[src/rtl/i2c_evt_pkg.sv]
package i2c_evt_pkg;
  localparam int REG_W    = 16;
  localparam int VEC_SRC  = 5;
  localparam int CODE_W   = $clog2(VEC_SRC + 1);
  localparam int BUSY_BIT = 12;
  // latched event positions: 0-4, 8-11, 13, 14
  localparam logic [REG_W-1:0] LATCH_MASK = 16'h6F1F;
  // interrupt-capable positions: 0-4, 13, 14
  localparam logic [REG_W-1:0] IRQ_MASK   = 16'h601F;
endpackage

[src/rtl/evt_status_bits.sv]
module evt_status_bits #(
  parameter int               W    = 16,
  parameter logic [W-1:0]     MASK = '1
) (
  input  logic         clk,
  input  logic         rst_n,
  input  logic [W-1:0] set_i,
  input  logic         clr_wr_i,
  input  logic [W-1:0] clr_data_i,
  input  logic [W-1:0] vec_clr_i,
  output logic [W-1:0] q_o
);
  logic [W-1:0] q;
  logic [W-1:0] clr_any;

  assign clr_any = ({W{clr_wr_i}} & clr_data_i) | vec_clr_i;

  // set has priority over either clear
  always_ff @(posedge clk) begin
    if (!rst_n) q <= '0;
    else        q <= (set_i | (q & ~clr_any)) & MASK;
  end

  assign q_o = q;

  for (genvar i = 0; i < W; i++) begin : g_bit_chk
    if (MASK[i]) begin : g_latched
      AST_SET_WINS: assert property (@(posedge clk) disable iff (!rst_n)
        set_i[i] |=> q_o[i]);
      AST_W1C_CLEARS: assert property (@(posedge clk) disable iff (!rst_n)
        (clr_wr_i && clr_data_i[i] && !set_i[i]) |=> !q_o[i]);
      AST_HOLDS_IDLE: assert property (@(posedge clk) disable iff (!rst_n)
        (!set_i[i] && !(clr_wr_i && clr_data_i[i]) && !vec_clr_i[i]) |=> $stable(q_o[i]));
    end else begin : g_fixed
      AST_RSVD_ZERO: assert property (@(posedge clk) disable iff (!rst_n)
        set_i[i] |=> !q_o[i]);
    end
  end
endmodule

[src/rtl/evt_enable_reg.sv]
module evt_enable_reg #(
  parameter int           W    = 16,
  parameter logic [W-1:0] MASK = '1
) (
  input  logic         clk,
  input  logic         rst_n,
  input  logic         wr_i,
  input  logic [W-1:0] data_i,
  output logic [W-1:0] q_o
);
  logic [W-1:0] q;

  always_ff @(posedge clk) begin
    if (!rst_n)    q <= '0;
    else if (wr_i) q <= data_i & MASK;
  end

  assign q_o = q;

  AST_EN_KEEP: assert property (@(posedge clk) disable iff (!rst_n)
    !wr_i |=> $stable(q_o));
endmodule

[src/rtl/evt_vector_enc.sv]
module evt_vector_enc #(
  parameter int N      = 5,
  parameter int CODE_W = $clog2(N + 1)
) (
  input  logic [N-1:0]      pend_i,
  output logic [CODE_W-1:0] code_o,
  output logic [N-1:0]      sel_o
);
  // lowest index wins: scan from the top so lower indices overwrite
  always_comb begin
    code_o = '0;
    sel_o  = '0;
    for (int i = N - 1; i >= 0; i--) begin
      if (pend_i[i]) begin
        code_o = CODE_W'(i + 1);
        sel_o  = N'(1) << i;
      end
    end
  end
endmodule

[src/rtl/i2c_event_irq.sv]
module i2c_event_irq
  import i2c_evt_pkg::*;
#(
  parameter int               W        = REG_W,
  parameter int               NSRC     = VEC_SRC,
  parameter int               CW       = CODE_W,
  parameter int               BUSY_POS = BUSY_BIT,
  parameter logic [W-1:0]     LMASK    = LATCH_MASK,
  parameter logic [W-1:0]     EMASK    = IRQ_MASK
) (
  input  logic          clk,
  input  logic          rst_n,
  input  logic [W-1:0]  evt_pulse_i,
  input  logic          bus_busy_i,
  input  logic          status_wr_i,
  input  logic [W-1:0]  status_wdata_i,
  input  logic          enable_wr_i,
  input  logic [W-1:0]  enable_wdata_i,
  input  logic          vector_rd_i,
  output logic [W-1:0]  status_o,
  output logic [W-1:0]  enable_o,
  output logic [CW-1:0] vector_o,
  output logic          irq_o
);
  logic [W-1:0]    latched_q;
  logic [W-1:0]    enable_q;
  logic [NSRC-1:0] pend;
  logic [NSRC-1:0] vec_sel;
  logic [W-1:0]    vec_clr;
  logic            irq_q;

  evt_status_bits #(.W(W), .MASK(LMASK)) u_status (
    .clk        (clk),
    .rst_n      (rst_n),
    .set_i      (evt_pulse_i),
    .clr_wr_i   (status_wr_i),
    .clr_data_i (status_wdata_i),
    .vec_clr_i  (vec_clr),
    .q_o        (latched_q)
  );

  evt_enable_reg #(.W(W), .MASK(EMASK)) u_enable (
    .clk    (clk),
    .rst_n  (rst_n),
    .wr_i   (enable_wr_i),
    .data_i (enable_wdata_i),
    .q_o    (enable_q)
  );

  assign pend = latched_q[NSRC-1:0] & enable_q[NSRC-1:0];

  evt_vector_enc #(.N(NSRC), .CODE_W(CW)) u_vec (
    .pend_i (pend),
    .code_o (vector_o),
    .sel_o  (vec_sel)
  );

  assign vec_clr  = W'(vec_sel) & {W{vector_rd_i}};
  assign status_o = latched_q | (W'(bus_busy_i) << BUSY_POS);
  assign enable_o = enable_q;

  always_ff @(posedge clk) begin
    if (!rst_n) irq_q <= 1'b0;
    else        irq_q <= |(status_o & enable_q);
  end

  assign irq_o = irq_q;

  AST_IRQ_RAISE: assert property (@(posedge clk) disable iff (!rst_n)
    (|(status_o & enable_o)) |=> irq_o);
  AST_IRQ_DROP: assert property (@(posedge clk) disable iff (!rst_n)
    !(|(status_o & enable_o)) |=> !irq_o);
  AST_VEC_NONE: assert property (@(posedge clk) disable iff (!rst_n)
    (vector_o == '0) == ((status_o[NSRC-1:0] & enable_o[NSRC-1:0]) == '0));
  AST_VEC_RANGE: assert property (@(posedge clk) disable iff (!rst_n)
    int'(vector_o) <= NSRC);
  AST_VEC_PRIO: assert property (@(posedge clk) disable iff (!rst_n)
    (vector_o != '0) |-> (status_o[int'(vector_o) - 1] && enable_o[int'(vector_o) - 1]
      && (((status_o & enable_o) & ((W'(1) << (int'(vector_o) - 1)) - W'(1))) == '0)));
  AST_VEC_RD_CLEAR: assert property (@(posedge clk) disable iff (!rst_n)
    (vector_rd_i && vector_o != '0 && !evt_pulse_i[int'(vector_o) - 1])
      |=> !status_o[int'($past(vector_o)) - 1]);
endmodule

[config.mk]
export PLATFORM = sky130hd
export DESIGN_NAME = i2c_event_irq
export DESIGN_NICKNAME = d
export VERILOG_FILES = /design/src/rtl/i2c_evt_pkg.sv /design/src/rtl/evt_status_bits.sv /design/src/rtl/evt_enable_reg.sv /design/src/rtl/evt_vector_enc.sv /design/src/rtl/i2c_event_irq.sv
export SDC_FILE = /design/constraint.sdc
export NUM_CORES = 1
export LEC_CHECK = 0
export ABC_AREA = 1
export BUFFER_PORTS_ARGS = -buffer_cell sky130_fd_sc_hd__buf_2
export CAP_MARGIN = 20
export CORE_UTILIZATION = 25
export CTS_CLUSTER_SIZE = 8
export DETAILED_ROUTE_END_ITERATION = 8
export PLACE_DENSITY_LB_ADDON = 0.1
export SYNTH_ARGS = -nofsm -noshare
export SYNTH_HDL_FRONTEND = slang
export SYNTH_SLANG_ARGS = --single-unit
[constraint.sdc]
create_clock -name clk -period 1.1 [get_ports clk]
set_input_delay 0.22 -clock clk [delete_from_list [all_inputs] [get_ports clk]]
set_output_delay 0.22 -clock clk [all_outputs]
set_load 0.02 [all_outputs]
## Word level (Yosys, flattened, before mapping)

Index checks and enable logic that the tools add are counted.

- Flip-flop bits (word level): 19
- Latch bits: 0
- Bits in writable memories: 0
- Bits in read-only memories: 0
- Input bits: 54
- Output and inout bits: 36
- Memories: 0

- Add/sub/neg operators: 0
- Multipliers: 0
- Divide/modulo/power cells: 0
- Magnitude comparators: 0
- Equal/unequal tests: 0
- Shifts and indexed selects: 0
- Multiplexer cells: 10
- Bitwise logic cells: 9
- Reductions and logical operators: 1

Operator list:

| cell | number |
|---|---|
| 15-bit bitwise AND | 2 |
| 15-bit bitwise OR | 2 |
| 5-bit two-way mux | 5 |
| 16-bit by 15-bit bitwise AND with 16-bit output | 1 |
| 16-bit OR reduction | 1 |
| 5-bit by 15-bit bitwise AND with 15-bit output | 1 |
| 3-bit two-way mux | 5 |
| 15-bit NOT | 1 |
| 15-bit by 13-bit bitwise OR with 15-bit output | 1 |
| 5-bit bitwise AND | 1 |

## Depth between registers and ports, before layout

Gate-level depths: netlist of the first run.

- Depth after elaboration: 11
- Gate-level depth with buffers: 6
- Depth with buffers taken out: 6

## Hierarchy

A second synthesis of the first run with hierarchy kept.

- Cells, all modules: 194
- Area, all modules: 1,273.7 um^2

By module, submodules not included:

| module | instances | cells an instance | area an instance (um^2) | sequential area each (um^2) |
|---|---|---|---|---|
| evt_status_bits | 1 | 75 | 634.4 | 220.2 |
| evt_enable_reg | 1 | 53 | 354.1 | 140.1 |
| i2c_event_irq | 1 | 51 | 216.5 | 20.0 |
| evt_vector_enc | 1 | 15 | 68.8 | 0.0 |

## Worst setup path after synthesis of the first run

No wires, ideal clock.

- Path type: register -> output
- From: register u_enable.q[3], in the netlist u_enable.q_o[3]
- To: output vector_o[2]
- Data arrival time: 1.161 ns
- Path slack: -0.281 ns
- Cell stages (with the launch flop): 3
- Path buffers: 0
- Path through: dfxtp_1 -> nand2_1 -> a211oi_1

- Word-level cells in the longest chain between the ends: 5

Ends and longest elaborated chain:

| what | RTL line | RTL |
|---|---|---|
| from (decl) | evt_enable_reg.sv:11 | `logic [W-1:0] q;` |
| from (signal assigned) | evt_enable_reg.sv:15 | `else if (wr_i) q <= data_i & MASK;` |
| 5-bit bitwise AND | i2c_event_irq.sv:50 | `assign pend = latched_q[NSRC-1:0] & enable_q[NSRC-1:0];` |
| 3-bit two-way mux (4 in series) | evt_vector_enc.sv:14 | `if (pend_i[i]) begin` |
| to (decl) | i2c_event_irq.sv:22 | `output logic [CW-1:0] vector_o,` |

Every way passes these cells.

## Final worst setup path of the first run

Same ends and word-level chain as after synthesis.

==> results.txt, run 1 <==
----------------------------------------------------
[Synth]
  Post-synthesis adder-cell area fraction ... 0
  Dominant combinational cell family by area after synthesis ... simple AND/OR/NAND/NOR gates
  Compound-cell area share of the yosys netlist ... 0.174
  Avg Cell Area, Syn ... 7.56 sq um
  Total of flip-flops plus latches after synthesis ... 19
  Post-synthesis instance total ... 120
  Synth Area in Simple Gates ... 0.237
  Ys Warns ... 0
  Post-synth design cell area ... 907 sq um
  Multiplexer share of the synthesized area ... 0
  Sequential element share of the synthesized area ... 0.419
  Synthesized-area fraction occupied by xor and xnor cells ... 0
  Number of distinct library cell variants in the gate-level netlist after synthesis ... 20

[Clock tree]
  Count of clock tree sinks ... 19
  Total of hold buffers inserted after clock tree synthesis ... 0
  Root Buffer ... sky130_fd_sc_hd__clkbuf_4
  Worst-path clk slew ... 0.11 ns
  Clk_lat worst skew ... around 0.30 ns
  H-tree Lvls ... 1
  Maximum number of buffers from clock root to sink ... 2
  Clock buffer count from CTS ... 3
  CTS tree ... done

[Timing]
  Portion of the clock cycle consumed by the worst path in the final layout ... 1.26
  Maximum clock rate ... 0.719 GHz
  Final TNS setup ... -0.893 ns
  Fin Clk Skew ... between 0.003 and 0.004 ns
  Number of hold violations in the final report ... 0
  Worst path setup slack after routing ... -0.290 ns
  Final period demand of the worst path ... between 1 and 1.5 ns
  Max-slew violation total from the final report ... 0
  Final setup viols ... 9
  Setup repair after global routing missed its margin ... yes

[Setup path]
  Count of cell instances traversed by the critical path ... 3
  Data required, critical path ... 0.88 ns
  Number of cells on the worst reg-to-reg path ... 7
  Crit path max fanout ... 4
  Cell with the largest stage delay on the worst path ... sky130_fd_sc_hd__dfxtp_4
  Category of the worst setup path capture point ... output pin
  Family with the most delay on the worst path ... flip-flops
  Delay of the slowest critical-path stage ... ~0.4 ns
  Worst setup path category ... reg -> out
  Worst Path Arrival ... between 1 and 1.5 ns
  Kind of launch point of the worst setup path ... flip-flop
  Crit-path cells ... nand2_4 -> a211oi_4 -> buf_6
  Worst path bufs/invs ... 1

[Min path]
  Worst hold-check path type ... in -> reg
  Min-Delay Path Depth ... 3

[Flow run]
  Max_cap viols ... 0

[Floorplan]
  Initial standard-cell utilization of the core ... 0.266
  Die width ... a little over 60 um
  Std-Cell Rows ... 21
  Core Box Area ... 3420 sq um
  Top Ports ... 90
  Total Die Area ... about 3900 sq um
  Height of the chip ... 62.2 um

[Pwr]
  Power per Cell Area ... about 1100 nW/um^2
  Static leakage ... approximately 0.00077 uW
  Max IR drop VDD ... 0.541 mV
  Tot Pwr ... ~1600 uW

[Global route]
  Global-route wire length before repair ... around 3900 um
  GRT Resource Usage Total ... 0.126
  Largest net degree at the start of global routing ... 13
  Number of global-route vias before repair ... 886
  Overflow left after global routing ... 0
  Antenna violations before repair ... 0

[Place]
  Final HPWL DP ... roughly 1900 um
  Placed Instance Area ... around 1300 sq um
  Input/output buffers ... 55
  Last weighted congestion value of the routability-driven placer ... roughly 0.73

[Drt]
  Aggregate routed wire length ... about 2300 um
  DR DRC count ... 0
  Antenna Violating Nets Remaining ... 0
  Via total after detailed routing ... a little under 1000
  Detail-routed net length per standard cell ... roughly 10 um
  DR iter-0 viols ... 7
  Via/cell ratio ... around 4.1
  First drt pass iteration count ... 3

[Cells and area]
  Synthesis-to-finish area growth ... 62.8%
  Post-layout nets ... ~240
  Top library cells by usage in the layout, fill and taps aside ... sky130_fd_sc_hd__buf_2, sky130_fd_sc_hd__nor2_1, sky130_fd_sc_hd__buf_6, sky130_fd_sc_hd__nand2_1, sky130_fd_sc_hd__conb_1
  Final instance area ... about 1500 sq um
  Most common library cell in the layout ignoring fill and taps ... sky130_fd_sc_hd__buf_2
  Final cell utilization of the core ... 0.432
  Sequential Area ... 409 sq um
  Area occupied by multi-input gates ... 482 sq um
  Ant. Diodes ... 0
  Fraction of layout instances using a drive strength above 1 ... 0.534
  Number of filler instances in the final layout ... 367

[Run status]
  Violations in the final reports ... setup timing
  Status ... finished with violations

----------------------------------------------------
[where the power goes]
part	internal [uW]	switching, uW
clock network	141	212
registers	738	46.4
logic	217	255
total	1100	514
[logic make-up after synthesis]
group / Yosys count
compound gates: 26
simple gates: 51
flops: 19
other cells: 1
buf+inv: 23
[repair_timing]
action	4_1_cts	5_1_grt
gates resized for setup	39	11
pin swaps	5	2
buffers inserted	3	0
setup endpoints to repair	9	13
[routing by layer]
layer | up-vias | global-route usage | part of all wire
met5 | - | 0 | 0
met3 | 2 | 0.0423 | 0.064
met4 | 0 | 0.0262 | 0.0034
met2 | 40 | 0.229 | 0.50
li1 | 498 | - | -
met1 | 430 | 0.141 | 0.43
[final timing paths]
path              startpoint          endpoint  slack (ns)
min          evt_pulse_i[13]  u_status.q_o[13]        0.12
max reg2reg  u_enable.q_o[2]   u_status.q_o[3]        0.06
max          u_enable.q_o[3]       vector_o[2]       -0.29
min reg2reg  u_status.q_o[8]   u_status.q_o[8]        0.49
[worst min-delay path, cell delays in order]
cell and delay, ns:
sky130_fd_sc_hd__buf_2 0.08, sky130_fd_sc_hd__a21oi_1 0.03, sky130_fd_sc_hd__nor2_1 0.06
[final cells by class]
cell class / instances / share of cell area
inverters: 7 / 0.0178
well taps: 46 / 0.0390
repair buffers: 69 / 0.322
clock buffers: 4 / 0.0178
flip-flops and latches: 19 / 0.277
multi-input cells: 90 / 0.326
[cell usage after synthesis]
| master | instances | area share |
|---|---|---|
| sky130_fd_sc_hd__nor2_1 | 23 | 0.095 |
| sky130_fd_sc_hd__dfxtp_1 | 19 | 0.42 |
| sky130_fd_sc_hd__nand2_1 | 19 | 0.079 |
| sky130_fd_sc_hd__buf_4 | 15 | 0.12 |
| sky130_fd_sc_hd__a21oi_1 | 10 | 0.055 |
| sky130_fd_sc_hd__o21ai_0 | 8 | 0.044 |
| sky130_fd_sc_hd__inv_1 | 6 | 0.025 |
| sky130_fd_sc_hd__nand2_2 | 3 | 0.021 |
| sky130_fd_sc_hd__nand3_1 | 3 | 0.017 |
| sky130_fd_sc_hd__a21boi_2 | 2 | 0.025 |
| sky130_fd_sc_hd__a21oi_2 | 2 | 0.019 |
| sky130_fd_sc_hd__a31oi_1 | 2 | 0.014 |
| sky130_fd_sc_hd__a211oi_1 | 1 | 0.0083 |
| sky130_fd_sc_hd__a21boi_0 | 1 | 0.0083 |
| sky130_fd_sc_hd__buf_6 | 1 | 0.012 |
| sky130_fd_sc_hd__conb_1 | 1 | 0.0041 |
| sky130_fd_sc_hd__inv_2 | 1 | 0.0041 |
| sky130_fd_sc_hd__nand2_4 | 1 | 0.012 |
| sky130_fd_sc_hd__nand4_1 | 1 | 0.0069 |
| sky130_fd_sc_hd__nor2_2 | 1 | 0.0069 |
[registers in the layout (all words and copies together) (netlist names)]
signal and cells:
irq_o 1, u_enable.q_o 7, u_status.q_o 11
[stage by stage]
step	std cells	worst slack, ns	hold slack [ns]
final	235	-0.290	0.122
after global routing	235	-0.350	0.116
after CTS	235	-0.294	0.116
after detailed placement	228	-0.00222	0.434
after global placement	228	-0.00643	0.425
after floorplan	132	0.00938	0.337
Power figures use the tool's default switching activity.
==> inputs of run 2 (changes only) <==
Settings changed: CORE_UTILIZATION 25 to 35.
==> run 2 against run 1 <==
  * The run still ends with setup timing left
  * Utilization rose by 18 points
  * Worst setup slack better by 0.019 ns
  * Critical path depth increased by 2
  * Worst hold slack got worse by 0.00087 ns
  * Largest cell class is now buffers
  * Highest routed layer unchanged
==> results.txt, run 2 (synthesis results as in run 1) <==
----------------------------------------------------
[Timing]
  Final setup viols ... 8
  Final period demand of the worst path ... ~1.4 ns
  Number of hold violations in the final report ... 0
  Max-slew violation total from the final report ... 0
  Worst path setup slack after routing ... -0.271 ns
  Portion of the clock cycle consumed by the worst path in the final layout ... 1.25
  Fin Clk Skew ... between 0.01 and 0.015 ns
  Maximum clock rate ... 0.729 GHz
  Setup repair after global routing missed its margin ... yes
  Worst-case hold slack ... 0.121 ns

[Setup path]
  Startpoint of the most critical setup path ... u_enable.q_o[4]
  Worst path bufs/invs ... 1
  Kind of launch point of the worst setup path ... flip-flop
  Worst setup path category ... reg -> out
  Category of the worst setup path capture point ... output pin
  Data required, critical path ... between 0.8 and 0.9 ns
  Worst Path Arrival ... 1.15 ns
  Delay of the slowest critical-path stage ... between 0.3 and 0.4 ns
  Crit path max fanout ... 3
  Startpoint of the lowest-slack register-to-register path ... u_enable.q_o[4]
  Cell with the largest stage delay on the worst path ... sky130_fd_sc_hd__dfxtp_2
  Family with the most delay on the worst path ... flip-flops
  Crit-path cells ... nand2_4 -> a21oi_4 -> o21ai_2 -> nand2_1 -> buf_6

[Drt]
  First drt pass iteration count ... 2
  Antenna Violating Nets Remaining ... 0
  Via/cell ratio ... between 4 and 5
  DR iter-0 viols ... 5
  Via total after detailed routing ... 1000
  DR DRC count ... 0
  Aggregate routed wire length ... about 2200 um
  Detail-routed net length per standard cell ... 9.76 um

[Place]
  Placed Instance Area ... between 1000 and 1500 sq um
  Final HPWL DP ... approximately 1700 um
  Input/output buffers ... 55
  Last weighted congestion value of the routability-driven placer ... just under 0.8

[Pwr]
  Sw frac ... 0.318
  Static leakage ... 0.000801 uW
  Tot Pwr ... around 1600 uW
  Power share of the combinational group ... 0.303
  Design internal power ... 1110 uW
  Max IR drop VDD ... ~0.76 mV
  Sequential share of power ... 0.483
  Clock power share ... 0.214
  P_sw ... a little over 500 uW
  Power per Cell Area ... 1080 nW/um^2

[Clock tree]
  Worst-path clk slew ... between 0.1 and 0.15 ns
  Total of hold buffers inserted after clock tree synthesis ... 0
  Count of clock tree sinks ... 19
  H-tree Lvls ... 1
  Maximum number of buffers from clock root to sink ... 2
  Root Buffer ... sky130_fd_sc_hd__clkbuf_4
  Clk_lat worst skew ... 0.30 ns
  CTS tree ... done
  Clock buffer count from CTS ... 3

[Global route]
  Largest net degree at the start of global routing ... 13
  GRT Resource Usage Total ... 0.160
  Antenna violations before repair ... 0
  Number of global-route vias before repair ... 841
  Overflow left after global routing ... 0
  Global-route wire length before repair ... approximately 3300 um

[Cells and area]
  Final instance area ... ~1500 sq um
  Flip-flop count of the largest register after layout ... 11
  Synthesis-to-finish area growth ... 65.0%
  Top library cells by usage in the layout, fill and taps aside ... sky130_fd_sc_hd__buf_2, sky130_fd_sc_hd__nor2_1, sky130_fd_sc_hd__buf_6, sky130_fd_sc_hd__nand2_1, sky130_fd_sc_hd__conb_1
  Most common library cell in the layout ignoring fill and taps ... sky130_fd_sc_hd__buf_2
  Post-layout nets ... 249
  Fraction of layout instances using a drive strength above 1 ... 0.552
  Ant. Diodes ... 0

[Min path]
  Worst hold-check path type ... in -> reg
  Worst min-delay path startpoint ... evt_pulse_i[14]

[Floorplan]
  Top Ports ... 90
  Total Die Area ... about 2800 sq um
  Std-Cell Rows ... 18
  Core Box Area ... approximately 2500 sq um
  Die width ... 52.9 um
  Initial standard-cell utilization of the core ... 0.370
  Height of the chip ... 52.9 um

[Flow run]
  Max_cap viols ... 0

[Run status]
  Status ... finished with violations
  Violations in the final reports ... setup timing

----------------------------------------------------
-- run 2: cell count changes in the layout (fill, tap and decap cells not counted), sizes merged --
cell    delta
buf        +5
clkbuf     -1
clkinv     +1
-- run 2: layer usage --
| layer | vias to the layer above | part of all wire | GRT usage |
|---|---|---|---|
| li1 | 507 | - | - |
| met1 | 454 | 0.41 | 0.179 |
| met2 | 35 | 0.51 | 0.285 |
| met3 | 4 | 0.059 | 0.0287 |
| met4 | 0 | 0.016 | 0.0833 |
| met5 | - | 0 | 0 |
-- run 2: power groups by stage --
stage | clock network (uW) | logic (uW) | registers, uW
2_1_floorplan | 0 | 211 | 854
3_3_place_gp | 0 | 398 | 790
3_5_place_dp | 0 | 405 | 791
4_1_cts | 358 | 472 | 782
5_1_grt | 386 | 536 | 792
6_report | 348 | 491 | 784
-- run 2: area by class of cell --
type                            instances  area [sq um]
Clock buffer                            3          22.5
Sequential cell                        19           404
Multi-Input combinational cell         90           480
Timing Repair Buffer                   74           520
Fill cell                             229           958
Clock inverter                          1          5.00
Tap cell                               30          37.5
Inverter                                7          26.3
-- run 2: path summary, 6_finish.rpt --
check                                         to  slack, ns  cells past startpoint
worst max-delay path                 vector_o[0]      -0.27                      5
worst max register to register   u_status.q_o[4]       0.03                      7
worst min register to register   u_status.q_o[9]       0.49                      2
worst min-delay path            u_status.q_o[14]       0.12                      3
-- run 2: tightest hold or removal path: cells and delay by family --
kind            cells  cell delay [ns]
buf+inv             1             0.07
compound gates      1             0.03
simple gates        1             0.07
-- run 2: what timing repair did --
item                       4_1_cts  5_1_grt
setup buffers                    6        2
pin swaps                        6        1
setup endpoints to repair        9       14
resized for setup               36       13
-- run 2: per-stage QoR --
step,worst slack [ns],instances,setup TNS [ns],util
floorplan,0.00938,132,0,-
global placement,-0.0190,213,-0.0190,0.513
detailed placement,-0.0154,213,-0.0154,0.513
CTS,-0.262,222,-1.05,0.584
global route,-0.323,224,-1.63,0.610
finish,-0.271,224,-1.24,0.610
==> inputs of run 3 (changes only) <==
Settings changed: PLACE_DENSITY set to 0.77, PLACE_DENSITY_LB_ADDON 0.1 to not set, SKIP_CTS_REPAIR_TIMING set to 1.
==> run 3 against run 2 <==
  * The run still ends with setup timing left
  * Clock-buffer cell count increased by 1
  * Total power down 1.3%
  * Sequential share of layout area is 1.7 points higher
  * Register-to-register slack better by 0.02 ns
  * Largest power group unchanged
  * Die area unchanged
==> results.txt, run 3 (synthesis results as in run 1) <==
----------------------------------------------------
[Floorplan]
  Initial standard-cell utilization of the core ... 0.370
  Total Die Area ... around 2800 sq um
  Die width ... 52.9 um
  Std-Cell Rows ... 18
  Height of the chip ... between 50 and 60 um
  Core Box Area ... about 2500 sq um
  Top Ports ... 90

[Global route]
  Met2 Track Usage GR ... 0.255
  Most heavily used metal layer in global routing ... met2
  Largest net degree at the start of global routing ... 13
  Number of global-route vias before repair ... 750
  GRT Resource Usage Total ... 0.153
  Global Route met3 Usage ... 0.0431
  Overflow left after global routing ... 0
  Met1 usage ... 0.195
  Antenna violations before repair ... 0
  Global-route wire length before repair ... 3130 um

[Cells and area]
  Flip-flop count of the largest register after layout ... 11
  Non-filler instance count after layout ... 216
  Most common library cell in the layout ignoring fill and taps ... sky130_fd_sc_hd__buf_2
  Post-layout nets ... approximately 240
  Ant. Diodes ... 0
  Synthesis-to-finish area growth ... 56.8%
  Number of filler instances in the final layout ... 232
  Fraction of layout instances using a drive strength above 1 ... 0.532
  Top library cells by usage in the layout, fill and taps aside ... sky130_fd_sc_hd__buf_2, sky130_fd_sc_hd__nor2_1, sky130_fd_sc_hd__nand2_1, sky130_fd_sc_hd__buf_6, sky130_fd_sc_hd__conb_1
  Final cell utilization of the core ... 0.580

[Clock tree]
  Root Buffer ... sky130_fd_sc_hd__clkbuf_4
  Clock buffer count from CTS ... 3
  H-tree Lvls ... 1
  Worst-path clk slew ... roughly 0.1 ns
  Clk_lat worst skew ... approximately 0.3 ns
  CTS tree ... done
  Maximum number of buffers from clock root to sink ... 2
  Count of clock tree sinks ... 19

[Pwr]
  Power per Cell Area ... roughly 1100 nW/um^2
  Max IR drop VDD ... roughly 0.8 mV
  Tot Pwr ... approximately 1600 uW
  Static leakage ... roughly 0.00076 uW

[Drt]
  DR DRC count ... 0
  First drt pass iteration count ... 4
  Via total after detailed routing ... between 900 and 1000
  DR iter-0 viols ... 5
  Antenna Violating Nets Remaining ... 0
  Aggregate routed wire length ... around 2300 um
  Detail-routed net length per standard cell ... around 11 um
  Via/cell ratio ... approximately 4.5

[Setup path]
  Startpoint of the lowest-slack register-to-register path ... u_enable.q_o[1]
  Category of the worst setup path capture point ... output pin
  Data required, critical path ... 0.88 ns
  Crit path max fanout ... 2
  Kind of launch point of the worst setup path ... flip-flop
  Worst Path Arrival ... around 1.2 ns
  Worst setup path category ... reg -> out
  Worst reg2reg path endpoint ... u_status.q_o[3]
  Number of cells on the worst reg-to-reg path ... 7
  Slack of the worst reg-to-reg path ... ~0.050 ns

[Flow run]
  Max_cap viols ... 0

[Min path]
  Worst min-delay path startpoint ... evt_pulse_i[9]
  Worst hold-check path type ... in -> reg
  Min-Delay Path Depth ... 3
  Endpoint with the worst hold slack ... u_status.q_o[9]

[Place]
  Input/output buffers ... 55
  Last weighted congestion value of the routability-driven placer ... approximately 0.8
  Placed insts ... 210
  Final HPWL DP ... around 1800 um

[Timing]
  Setup repair after global routing missed its margin ... yes
  Maximum clock rate ... between 0.7 and 0.8 GHz
  Worst path setup slack after routing ... -0.266 ns
  Final TNS setup ... -0.740 ns
  Number of hold violations in the final report ... 0
  Final setup viols ... 7
  Final period demand of the worst path ... roughly 1.4 ns
  Max-slew violation total from the final report ... 0
  Fin Clk Skew ... about 0.0042 ns
  Portion of the clock cycle consumed by the worst path in the final layout ... 1.24
  Worst-case hold slack ... ~0.12 ns

[Run status]
  Status ... finished with violations
  Violations in the final reports ... setup timing

----------------------------------------------------
==> run 3: changes by cell type in the layout (fill, tap and decap cells not counted), sizes merged <==
cell    before  now
buf         74   66
clkbuf       3    4
clkinv       1    0
==> run 3: power by group <==
part | switching (uW) | total (uW) | internal [uW]
clock | 209 | 351 | 141
combinational | 255 | 462 | 207
sequential | 49.4 | 789 | 740
total | 514 | 1600 | 1090
==> run 3: area by class of cell <==
cell class	count	area, sq um	area share
Clock buffer	4	26.3	0.0185
Inverter	7	26.3	0.0185
Multi-Input combinational cell	90	484	0.340
Sequential cell	19	408	0.287
Tap cell	30	37.5	0.0264
Timing Repair Buffer	66	440	0.310
==> run 3: how the worst max path moves through the flow <==
stage / start / slack, ns / end
detailed placement: u_status.q_o[2] / -0.04 / vector_o[0]
global placement: u_status.q_o[2] / -0.02 / vector_o[0]
CTS: u_status.q_o[2] / -0.38 / vector_o[0]
global route: u_status.q_o[2] / -0.34 / vector_o[0]
finish: u_enable.q_o[0] / -0.27 / vector_o[2]
floorplan: u_status.q_o[4] / 0.009 / vector_o[0]
==> run 3: worst max-delay path, cell delays in order (launching register included) <==
cell and delay (ns):
sky130_fd_sc_hd__dfxtp_2 0.35, sky130_fd_sc_hd__nand2_2 0.08, sky130_fd_sc_hd__inv_2 0.06, sky130_fd_sc_hd__a211oi_4 0.22, sky130_fd_sc_hd__buf_6 0.15
==> run 3: metrics by stage <==
| stage | setup WS (ns) | instance area, sq um |
|---|---|---|
| floorplan | 0.00938 | 981 |
| global placement | -0.0169 | 1240 |
| detailed placement | -0.0369 | 1240 |
| CTS | -0.383 | 1260 |
| global route | -0.338 | 1420 |
| finish | -0.266 | 1420 |
==> run 3: metal layers <==
layer / vias up / wire [um]
met2: 32 / 1230
met3: 2 / 128
met5: - / 0
met1: 436 / 965
li1: 492 / -
met4: 0 / 23
